===== src/rtl/isa_dec_pkg.sv =====
package isa_dec_pkg;

  // Capture strobes from the control to the datapath
  typedef struct packed {
    logic trackLow;   // low address follows the bus
    logic trackHigh;  // high address is being captured
  } capCtl_t;

  // Window compare results from the datapath to the control
  typedef struct packed {
    logic ioHit;
    logic memHit;
    logic romHit;
    logic region;     // captured high address inside the 128 KB region
    logic addr0;      // decoded address bit 0
  } winHit_t;

endpackage


===== src/rtl/isa_dec_datapath.sv =====
module isa_dec_datapath
  import isa_dec_pkg::*;
#(
  parameter int SA_W         = 20,
  parameter int LA_W         = 7,
  parameter int ADDR_W       = 24,
  parameter int IO_AW        = 10,
  parameter int IO_WIN_BITS  = 5,
  parameter int MEM_WIN_BITS = 14,
  parameter int ROM_WIN_BITS = 14
) (
  input  logic                             clk,
  input  logic                             rst,
  input  capCtl_t                          ctl,
  input  logic [SA_W-1:0]                  sa,
  input  logic [LA_W-1:0]                  la,
  input  logic [IO_AW-IO_WIN_BITS-1:0]     ioBase,
  input  logic [ADDR_W-MEM_WIN_BITS-1:0]   memBase,
  input  logic [SA_W-ROM_WIN_BITS-1:0]     romBase,
  output winHit_t                          hit
);

  localparam int LA_LO  = ADDR_W - LA_W;
  localparam int MEMB_W = ADDR_W - MEM_WIN_BITS;

  logic [SA_W-1:0]   saHeld;
  logic [LA_W-1:0]   laHeld;
  logic [SA_W-1:0]   saEff;
  logic [ADDR_W-1:0] memAddr;

  always_ff @(posedge clk) begin
    if (rst) begin
      saHeld <= '0;
      laHeld <= '0;
    end else begin
      if (ctl.trackLow)  saHeld <= sa;
      if (ctl.trackHigh) laHeld <= la;
    end
  end

  // Transparent while the latch enable is high
  assign saEff   = ctl.trackLow ? sa : saHeld;
  assign memAddr = {laHeld, saEff[LA_LO-1:0]};

  assign hit.ioHit  = (saEff[IO_AW-1:IO_WIN_BITS] == ioBase);
  assign hit.memHit = (memAddr[ADDR_W-1:MEM_WIN_BITS] == memBase);
  assign hit.romHit = (saEff[SA_W-1:ROM_WIN_BITS] == romBase);
  assign hit.region = (laHeld == memBase[MEMB_W-1 -: LA_W]);
  assign hit.addr0  = saEff[0];

  // held low address only moves while tracking
  a_r1_low_held: assert property (@(posedge clk) disable iff (rst)
    !ctl.trackLow |=> $stable(saHeld));

  // captured high address frozen outside the latch window
  a_r2_high_held: assert property (@(posedge clk) disable iff (rst)
    !ctl.trackHigh |=> $stable(laHeld));

endmodule


===== src/rtl/isa_dec_control.sv =====
module isa_dec_control
  import isa_dec_pkg::*;
#(
  parameter int WAIT_CYC = 3
) (
  input  logic       clk,
  input  logic       rst,
  input  logic       bale,
  input  logic       ioRd,
  input  logic       ioWr,
  input  logic       memRd,
  input  logic       memWr,
  input  logic       lowMemRd,
  input  logic       lowMemWr,
  input  logic       aen,
  input  logic       wide16,
  input  logic       hostHighEn,
  input  winHit_t    hit,
  output capCtl_t    ctl,
  output logic       ioRdSel,
  output logic       ioWrSel,
  output logic       memRdSel,
  output logic       memWrSel,
  output logic       romRdSel,
  output logic [1:0] laneEn,
  output logic       oddToLow,
  output logic       mem16Pull,
  output logic       io16Pull,
  output logic       chrdyPull
);

  logic memStbRd, memStbWr;
  logic anySel, anySelQ, selRise, ioSel;

  assign ctl.trackLow  = bale;
  assign ctl.trackHigh = bale;

  // Strobe set chosen by the width strap
  assign memStbRd = wide16 ? memRd : lowMemRd;
  assign memStbWr = wide16 ? memWr : lowMemWr;

  assign ioRdSel  = hit.ioHit & ioRd & ~aen;
  assign ioWrSel  = hit.ioHit & ioWr & ~aen;
  assign memRdSel = hit.memHit & memStbRd;
  assign memWrSel = hit.memHit & memStbWr;
  assign romRdSel = hit.romHit & ~hit.memHit & lowMemRd;

  assign ioSel  = ioRdSel | ioWrSel;
  assign anySel = ioSel | memRdSel | memWrSel | romRdSel;

  // Byte-lane steering
  always_comb begin
    laneEn   = 2'b00;
    oddToLow = 1'b0;
    if (anySel) begin
      if (!wide16) begin
        laneEn   = 2'b01;
        oddToLow = hit.addr0;
      end else begin
        unique case ({hit.addr0, hostHighEn})
          2'b00: laneEn = 2'b01;
          2'b01: laneEn = 2'b11;
          2'b10: begin laneEn = 2'b01; oddToLow = 1'b1; end
          default: laneEn = 2'b10;
        endcase
      end
    end
  end

  assign mem16Pull = wide16 & hit.region;
  assign io16Pull  = ioSel & wide16 & ~hit.addr0 & hostHighEn;

  always_ff @(posedge clk) begin
    if (rst) anySelQ <= 1'b0;
    else     anySelQ <= anySel;
  end

  assign selRise = anySel & ~anySelQ;

  generate
    if (WAIT_CYC > 0) begin : g_wait
      localparam int CW = $clog2(WAIT_CYC + 1);
      logic [CW-1:0] waitCnt;

      always_ff @(posedge clk) begin
        if (rst)                 waitCnt <= '0;
        else if (selRise)        waitCnt <= CW'(WAIT_CYC - 1);
        else if (waitCnt != '0)  waitCnt <= waitCnt - CW'(1);
      end

      assign chrdyPull = selRise | (waitCnt != '0);

      // counter never exceeds the remaining wait budget
      a_r9_cnt_bound: assert property (@(posedge clk) disable iff (rst)
        waitCnt <= CW'(WAIT_CYC - 1));
      // every new access starts with a wait request
      a_r9_wait_on_start: assert property (@(posedge clk) disable iff (rst)
        $rose(anySel) |-> chrdyPull);
    end else begin : g_nowait
      assign chrdyPull = 1'b0;
    end
  endgenerate

  // memory window wins over boot ROM
  a_r5_mem_over_rom: assert property (@(posedge clk) disable iff (rst)
    $onehot0({memRdSel, romRdSel}));

  // no lanes without a select
  a_r8_lanes_need_sel: assert property (@(posedge clk) disable iff (rst)
    (laneEn != 2'b00) |-> anySel);

  // 16-bit I/O indication implies a full word on both lanes
  a_r7_io16_word: assert property (@(posedge clk) disable iff (rst)
    io16Pull |-> (ioSel && laneEn == 2'b11));

endmodule


===== src/rtl/isa_slave_decode.sv =====
module isa_slave_decode
  import isa_dec_pkg::*;
#(
  parameter int WAIT_CYC = 3
) (
  input  logic        clk,
  input  logic        busReset,
  input  logic        bale,
  input  logic [19:0] sa,
  input  logic [6:0]  la,
  input  logic        hostHighEn,
  input  logic        ioRd,
  input  logic        ioWr,
  input  logic        memRd,
  input  logic        memWr,
  input  logic        lowMemRd,
  input  logic        lowMemWr,
  input  logic        aen,
  input  logic        wide16,
  input  logic [4:0]  ioBaseCfg,
  input  logic [9:0]  memBaseCfg,
  input  logic [5:0]  romBaseCfg,
  output logic        ioRdSel,
  output logic        ioWrSel,
  output logic        memRdSel,
  output logic        memWrSel,
  output logic        romRdSel,
  output logic [1:0]  laneEn,
  output logic        oddToLow,
  output logic        mem16Pull,
  output logic        io16Pull,
  output logic        chrdyPull
);

  capCtl_t ctl;
  winHit_t hit;

  isa_dec_datapath #(
    .SA_W(20), .LA_W(7), .ADDR_W(24), .IO_AW(10),
    .IO_WIN_BITS(5), .MEM_WIN_BITS(14), .ROM_WIN_BITS(14)
  ) u_dp (
    .clk(clk), .rst(busReset), .ctl(ctl), .sa(sa), .la(la),
    .ioBase(ioBaseCfg), .memBase(memBaseCfg), .romBase(romBaseCfg),
    .hit(hit)
  );

  isa_dec_control #(.WAIT_CYC(WAIT_CYC)) u_ctl (
    .clk(clk), .rst(busReset), .bale(bale),
    .ioRd(ioRd), .ioWr(ioWr), .memRd(memRd), .memWr(memWr),
    .lowMemRd(lowMemRd), .lowMemWr(lowMemWr), .aen(aen),
    .wide16(wide16), .hostHighEn(hostHighEn), .hit(hit), .ctl(ctl),
    .ioRdSel(ioRdSel), .ioWrSel(ioWrSel), .memRdSel(memRdSel),
    .memWrSel(memWrSel), .romRdSel(romRdSel), .laneEn(laneEn),
    .oddToLow(oddToLow), .mem16Pull(mem16Pull), .io16Pull(io16Pull),
    .chrdyPull(chrdyPull)
  );

endmodule


===== config.mk =====
export PLATFORM = sky130hd
export DESIGN_NAME = isa_slave_decode
export DESIGN_NICKNAME = d
export VERILOG_FILES = /design/src/rtl/isa_dec_pkg.sv /design/src/rtl/isa_dec_datapath.sv /design/src/rtl/isa_dec_control.sv /design/src/rtl/isa_slave_decode.sv
export SDC_FILE = /design/constraint.sdc
export NUM_CORES = 1
export LEC_CHECK = 0
export BUFFER_PORTS_ARGS = -buffer_cell sky130_fd_sc_hd__buf_2
export CAP_MARGIN = 30
export CORE_MARGIN = 3
export CORE_UTILIZATION = 39
export CTS_BUF_LIST = sky130_fd_sc_hd__clkbuf_4 sky130_fd_sc_hd__clkbuf_8
export CTS_CLUSTER_SIZE = 16
export DETAILED_ROUTE_END_ITERATION = 8
export PLACE_DENSITY = 0.73
export SYNTH_ARGS = -nofsm -noshare
export SYNTH_HDL_FRONTEND = slang
export SYNTH_HIERARCHICAL = 1
export SYNTH_SLANG_ARGS = --single-unit

===== constraint.sdc =====
create_clock -name clk -period 3.3 [get_ports clk]
set_clock_uncertainty 0.05 [all_clocks]
set_input_delay 0.66 -clock clk [delete_from_list [all_inputs] [get_ports clk]]
set_output_delay 0.66 -clock clk [all_outputs]
set_load 0.01 [all_outputs]

==> results of run 1 <==
[metrics by stage]
stage                     total power [W]  worst slack, ns  utilization, %  area, sq um  instances
after CTS                        0.000556           0.0253            55.1         1550        217
final                            0.000564            0.143            58.3         1640        218
after floorplan                  0.000362            0.184               -         1170        123
after detailed placement         0.000409          -0.0912            53.7         1510        213
after global routing             0.000598           0.0172            58.3         1640        218
after global placement           0.000404          -0.0461            53.7         1510        213
[where the power goes]
group / leakage [nW] / internal, W / switching [W] / total [W]
Sequential: 0.181 / 0.000280 / 0.00000807 / 0.000288
Clock: 0.0210 / 0.0000672 / 0.0000783 / 0.000145
Combinational: 0.582 / 0.0000736 / 0.0000572 / 0.000131
Total: 0.784 / 0.000421 / 0.000144 / 0.000564
[layer usage]
layer	vias to the layer above	track usage (%)	wire, um
met1	458	16.8	1090
met5	-	0	0
met4	0	4.64	7
li1	542	-	-
met2	47	25.2	1280
met3	2	3.19	273
[critical path, stage by stage]
cell,delay [ns]
sky130_fd_sc_hd__buf_2,0.11
sky130_fd_sc_hd__xnor2_1,0.15
sky130_fd_sc_hd__nand4_1,0.11
sky130_fd_sc_hd__nor4_1,0.36
sky130_fd_sc_hd__and4_1,0.32
sky130_fd_sc_hd__or2_2,0.16
sky130_fd_sc_hd__a31oi_1,0.10
sky130_fd_sc_hd__or3_1,0.34
sky130_fd_sc_hd__buf_2,0.15
[repair_timing]
action / CTS / global route
pin swaps: 0 / 0
endpoints found under the setup margin: 4 / 4
endpoints found under the hold margin: 0 / 0
resized for setup: 1 / 16
setup buffers: 0 / 1
[sequential cells by signal, indices dropped and copies added, names as in the netlist]
register              count
u_ctl/anySelQ             1
u_dp/laHeld               7
u_dp/saHeld              12
u_ctl/g_wait.waitCnt      2
[cell type report]
cell class / instances / area (sq um)
multi-input combinational: 92 / 746
sequential: 22 / 440
clock buffer: 4 / 36.3
fill: 260 / 1170
timing repair buffer: 68 / 370
inverter: 1 / 3.75
tap: 31 / 38.8
[Yosys cell counts, drive strengths merged]
cell type	count	share of area, %
o311ai	1	0.75
nor2	21	6.7
mux2	1	0.96
nand3b	1	0.64
nor4	1	0.53
a31oi	2	1.1
xor2	13	9.7
xnor2	8	6.0
nor4b	1	0.75
inv	1	0.32
nand2	3	0.96
or3b	1	0.75
and3	1	0.64
dfxtp	22	38
and4	1	0.75
nor2b	4	2.1
or3	1	0.53
nand4	2	1.1
o21ai	1	0.43
o31ai	1	0.64
buf	5	3.5
clkbuf	3	0.96
nand3	1	0.43
and2	3	1.6
nor3	3	1.7
or2	1	0.53
mux2i	20	18
[kinds of logic after synthesis]
logic type,Yosys count,synth area share [%]
buffers and inverters,9,4.80
muxes,21,19.4
and+or+nand+nor,45,19.7
DFF,22,37.5
AOI/OAI and AO/OA,5,2.88
xor gates and xnor gates,21,15.7
[layout by cell type (no fill, tap or decap), types with 2 or more instances in the layout]
| cell type | instances |
|---|---|
| sky130_fd_sc_hd__clkbuf_4 | 3 |
| sky130_fd_sc_hd__nor3_1 | 2 |
| sky130_fd_sc_hd__nor2_1 | 21 |
| sky130_fd_sc_hd__and2_1 | 3 |
| sky130_fd_sc_hd__mux2i_2 | 2 |
| sky130_fd_sc_hd__buf_2 | 61 |
| sky130_fd_sc_hd__xor2_1 | 13 |
| sky130_fd_sc_hd__mux2i_4 | 6 |
| sky130_fd_sc_hd__buf_4 | 6 |
| sky130_fd_sc_hd__a31oi_1 | 2 |
| sky130_fd_sc_hd__xnor2_1 | 8 |
| sky130_fd_sc_hd__dfxtp_1 | 22 |
| sky130_fd_sc_hd__nand4_1 | 2 |
| sky130_fd_sc_hd__nor2b_1 | 3 |
| sky130_fd_sc_hd__nand2_1 | 3 |
| sky130_fd_sc_hd__mux2i_1 | 12 |
[final timing paths]
kind / start / endpoint / slack, ns / cells after the start
worst min-delay path: u_ctl/anySelQ / u_ctl/g_wait.waitCnt[1] / 0.40 / 1
worst max register to register: u_dp/laHeld[4] / u_ctl/g_wait.waitCnt[1] / 1.28 / 7
worst min register to register: u_ctl/anySelQ / u_ctl/g_wait.waitCnt[1] / 0.40 / 1
worst max-delay path: memBaseCfg[7] / chrdyPull / 0.14 / 9
==> reports/qor_table.md, run 1 <==
| Quantity | Reported | Unit |
|---|---|---|
| Max-slew violations | 0 | - |
| Number of setup violations in the final report | 0 | - |
| Arrival @ worst endpoint | 2.45 | ns |
| Vias after detailed routing | 1,049 | - |
| Path type of the worst setup path | primary input to primary output | - |
| Combined area of all synthesized cells | 1170 | sq um |
| Slew @ Worst Pin | 0.451 | ns |
| Critical Path RT | 2.59 | ns |
| Gpl congestion | 0.764 | - |
| Clock transition at the registers of the reported paths | 0.12 | ns |
| Startpoint Class | primary input | - |
| Nature of the critical path endpoint | primary output | - |
| Share of synthesized area occupied by flip-flops and latches | 37.5 | % |
| Die Area | 3700 | sq um |
| Setup_tns | 0 | ns |
| Number of buffers created by CTS | 3 | - |
| Number of endpoints with negative hold slack in the final report | 0 | - |
| Maximum root-to-sink buffer count | 2 | - |
| Number of H-tree levels | 1 | - |
| Result of the run | finished, final reports clean | - |
| Library cell used as clock root buffer | sky130_fd_sc_hd__clkbuf_4 | - |
| Maximum number of pins on one net before global-route repair | 24 | - |
| Number of buffers inserted by hold repair at cts | 0 | - |
| Router iterations before antenna repair | 4 | - |
| Highest ir drop seen on vdd | 0.000194 | V |
| Number of antenna violations at the first check in global routing | 0 | - |
| Synth Register Bits | 22 | - |
| Post-layout min period | 3.16 | ns |
| Layout area overhead | 39.3 | % |
| Hold WS | 0.404 | ns |
| DRT antenna net count | 0 | - |
| Max-cap violations | 0 | - |
| Die X | 60.9 | um |
| GR Overflow Total | 0 | - |
| Worst max-slew margin expressed relative to the limit | 69.7 | % |
| Number of standard-cell rows in the floorplan | 19 | - |
| Number of clock sinks | 22 | - |
| Drc violations | 0 | - |
| Via count of the first global-routing pass | 1,029 | - |
| Wire length of the first global-routing pass | 4030 | um |
| Mapped Avg Cell Area | 9.54 | sq um |
| Highest Clock Rate | 317 | MHz |
| Static leakage | 0.784 | nW |
| Core Box Area | 2810 | sq um |
| Total I/O pin count | 71 | - |
| Setup repair after global routing missed its margin | false | - |
| Power density over the cells | 345 | nW/um^2 |
| Post-DR vias/cell | 4.81 | - |
| Height of the die | 60.9 | um |
| Number of buffers added on ports | 62 | - |
| Highest net fanout along the worst path | 4 | - |
| Post-synth net total | 183 | - |
| Post-DP HPWL | 2170 | um |
| Initial core utilization | 41.8 | % |
| DRT iter0 DRCs | 26 | - |
| Share of cells above drive strength 1 | 45.5 | % |
| WL/cell | 12.2 | um |
| Number of unique standard cell types used by synthesis | 31 | - |
| Cells after Synth | 123 | - |
| Source-to-sink clock delay at the later pin of the worst-skew pair | 0.30 | ns |
| Number of antenna repair diodes | 0 | - |
| Number of warnings reported in the yosys synthesis log | 6 | - |
| CTS tree | built | - |
| Total wire length | 2650 | um |
| Count of nets after finishing | 248 | - |
| Path category of the worst min-delay check | flip-flop to flip-flop | - |
| Post-route clock period utilization | 95.7 | % |
| GR Util All Layers | 14.2 | % |
Power figures use the tool's default switching activity.
==> inputs of run 2 (changes only) <==
- CAP_MARGIN: 30 -> 20
- MAX_ROUTING_LAYER: unset -> met4
- PLACE_DENSITY: 0.73 -> 0.74
- SYNTH_HIERARCHICAL: 1 -> unset
==> run 2 against run 1 <==
Clock-buffer cell count down 1. Synthesized cell count stayed put. Worst hold slack improved by 0.070 ns. Critical path type unchanged. Non-clock buffer count shrank 2.
==> reports/qor_table.md, run 2 <==
| Quantity | Reported | Unit |
|---|---|---|
| Result of the run | finished, final reports clean | - |
| Flip-flop cell with the highest count after synthesis | sky130_fd_sc_hd__dfxtp_1 | - |
| Number of buffers created by CTS | 3 | - |
| Origin of the worst min-delay path | u_dp.saHeld[7] | - |
| Post-synth ARST share | 0 | % |
| Path category of the worst min-delay check | flip-flop to flip-flop | - |
| Number of clock sinks | 22 | - |
| DRT antenna net count | 0 | - |
| Critical Path RT | 2.59 | ns |
| Post-synth net total | 183 | - |
| Biggest register | u_dp.saHeld | - |
| Synth Register Bits | 22 | - |
| Number of antenna violations at the first check in global routing | 0 | - |
| Count of nets after finishing | 249 | - |
| Post-layout min period | 3.14 | ns |
| Share of cells above drive strength 1 | 41.5 | % |
| Setup repair after global routing missed its margin | false | - |
| Number of standard cells in the layout, taps in and fillers out | 219 | - |
| Drc violations | 0 | - |
| Placed insts | 215 | - |
| Total I/O pin count | 71 | - |
| Source-to-sink clock delay at the later pin of the worst-skew pair | 0.30 | ns |
| Number of warnings reported in the yosys synthesis log | 0 | - |
| Delay contributed by the slowest stage of the critical path | 0.41 | ns |
| List of most frequent post-synthesis cells | sky130_fd_sc_hd__nor2_1 (28), sky130_fd_sc_hd__dfxtp_1 (22), sky130_fd_sc_hd__mux2i_1 (20) | - |
| DRT iter0 DRCs | 25 | - |
| Via count of the first global-routing pass | 1,021 | - |
| Core Box Area | 2810 | sq um |
| Highest ir drop seen on vdd | 0.000204 | V |
| Vias after detailed routing | 1,056 | - |
| Number of synthesized flops with an enable pin | 0 | - |
| Mapped Avg Cell Area | 9.42 | sq um |
| Critical Path Slowest Stage Cell | sky130_fd_sc_hd__or3_4 | - |
| CTS tree | built | - |
| Wire length of the first global-routing pass | 4080 | um |
| Combined area of all synthesized cells | 1160 | sq um |
| Cell types with the largest area share after synthesis | sky130_fd_sc_hd__dfxtp_1 (38%), sky130_fd_sc_hd__mux2i_1 (17%), sky130_fd_sc_hd__nor2_1 (9.1%) | - |
| Critical path buffers and inverters | 2 | - |
| Maximum number of pins on one net before global-route repair | 24 | - |
| Cell with the most instances after synthesis | sky130_fd_sc_hd__nor2_1 | - |
| Source of the worst register-to-register timing path | u_dp.saHeld[8] | - |
| Cells after Synth | 123 | - |
| Post-DR vias/cell | 4.82 | - |
| Max-cap violations | 0 | - |
| Static leakage | 0.790 | nW |
| GR Util All Layers | 15.1 | % |
| Number of setup violations in the final report | 0 | - |
| Highest net fanout along the worst path | 11 | - |
| Number of endpoints with negative hold slack in the final report | 0 | - |
| Worst Setup SP | bale | - |
| Clock transition at the registers of the reported paths | 0.12 | ns |
| Total wire length | 2710 | um |
| Number of H-tree levels | 1 | - |
| Number of antenna repair diodes | 0 | - |
| Max-slew violations | 0 | - |
| Library cell occupying the most area in the post-synthesis netlist | sky130_fd_sc_hd__dfxtp_1 | - |
| Most common library cell in the layout ignoring fill and taps | sky130_fd_sc_hd__buf_2 | - |
| Initial core utilization | 41.3 | % |
| Number of standard-cell rows in the floorplan | 19 | - |
| Power density over the cells | 387 | nW/um^2 |
| GR Overflow Total | 0 | - |
| Startpoint Class | primary input | - |
| Die Area | 3660 | sq um |
| Highest Clock Rate | 318 | MHz |
| Crit-path cells | buf_4 -> mux2i_1 -> xor2_1 -> nand4_1 -> or3_4 -> o221a_4 -> nor2_1 -> buf_2 | - |
| Path type of the worst setup path | primary input to primary output | - |
| Arrival @ worst endpoint | 2.43 | ns |
| Number of unique standard cell types used by synthesis | 26 | - |
| Slew @ Worst Pin | 0.439 | ns |
| Top library cells by usage in the layout, fill and taps aside | sky130_fd_sc_hd__buf_2 (61), sky130_fd_sc_hd__nor2_1 (28), sky130_fd_sc_hd__dfxtp_1 (22) | - |
| Number of buffers added on ports | 62 | - |
| Number of flip-flops in the largest register | 12 | - |
| Nature of the critical path endpoint | primary output | - |
| Critical path's top delay family | simple AND/OR/NAND/NOR gates | - |
| Layout area overhead | 36.6 | % |
| Setup_tns | 0 | ns |
| Registers with the most flip-flops | u_dp.saHeld (12), u_dp.laHeld (7), u_ctl.g_wait.waitCnt (2) | - |
| Maximum root-to-sink buffer count | 2 | - |
| WL/cell | 12.4 | um |
| Die X | 60.5 | um |
| Share of synthesized area occupied by flip-flops and latches | 38.0 | % |
| Height of the die | 60.5 | um |
| Router iterations before antenna repair | 4 | - |
| Gpl congestion | 0.675 | - |
| Post-route clock period utilization | 95.2 | % |
| Worst max-slew margin expressed relative to the limit | 70.7 | % |
| Post-DP HPWL | 2190 | um |
| Library cell used as clock root buffer | sky130_fd_sc_hd__clkbuf_4 | - |
| Proportion of netlist area held by the largest area contributor | 38.0 | % |
## run 2: changes by cell type after synthesis, sizes merged, moves of 2 or more
| cell | delta |
|---|---|
| and2 | -2 |
| clkbuf | -2 |
| inv | +2 |
| nand2 | +2 |
| nor2 | +7 |
| nor2b | -3 |
| nor3 | -2 |
## run 2: repair_timing
item / in CTS / in global routing
buffers inserted: 0 / 0
gates resized for setup: 0 / 7
hold buffers: 0 / 0
setup endpoints to repair: 0 / 4
## run 2: metrics by stage
stage	setup WS [ns]	hold slack, ns	cell area (sq um)	total power (W)	util, %
after floorplan	0.368	0.423	1160	0.000361	-
after global placement	0.0606	0.437	1500	0.000403	53.6
after detailed placement	0.0383	0.451	1500	0.000409	53.6
after CTS	0.0364	0.483	1560	0.000618	55.5
after global routing	0.0353	0.498	1580	0.000646	56.4
final	0.158	0.474	1580	0.000612	56.4
## run 2: worst reg2reg max path, delay by kind of cell, from the launching register on
kind	cells	cell delay, ns
simple gates	2	0.51
compound gates	2	0.48
flops	1	0.33
mux	1	0.19
xor+xnor	1	0.17
## run 2: logic make-up after synthesis
logic type | count (synthesis) | share of synthesized area, %
AND/OR/NAND/NOR | 44 | 17.2
flip-flops | 22 | 38.0
XOR/XNOR | 21 | 15.9
multiplexers | 21 | 18.3
buffers and inverters | 8 | 3.89
AO/OA/AOI/OAI | 7 | 6.80
## run 2: layout make-up
type	instances	area, sq um
fillers	272	1220
repair buffers	66	343
clock inverters	1	30.0
clock buffers	3	22.5
well taps	31	38.8
inverters	3	11.3
multi-input cells	93	697
flip-flops and latches	22	440
## run 2: path summary, 6_finish.rpt
check,depth (start not counted),to,slack (ns)
worst max-delay path,8,oddToLow,0.16
worst min-delay path,2,u_dp.saHeld[7],0.47
worst max register to register,6,u_ctl.g_wait.waitCnt[0],1.49
worst min register to register,2,u_dp.saHeld[7],0.47
## run 2: routing by layer
layer  vias to the layer above  share of wire (%)  track usage, %
li1                        547                  -               -
met1                       473                 45            18.2
met2                        34                 50            25.6
met3                         2                4.8            2.34
met4                         0               0.52            4.95
met5                         -                  0               -
## run 2: power breakdown
part | total [W] | internal, W | switching [W]
combinational | 0.000121 | 0.0000642 | 0.0000563
sequential | 0.000287 | 0.000280 | 0.00000713
clock | 0.000205 | 0.000123 | 0.0000822
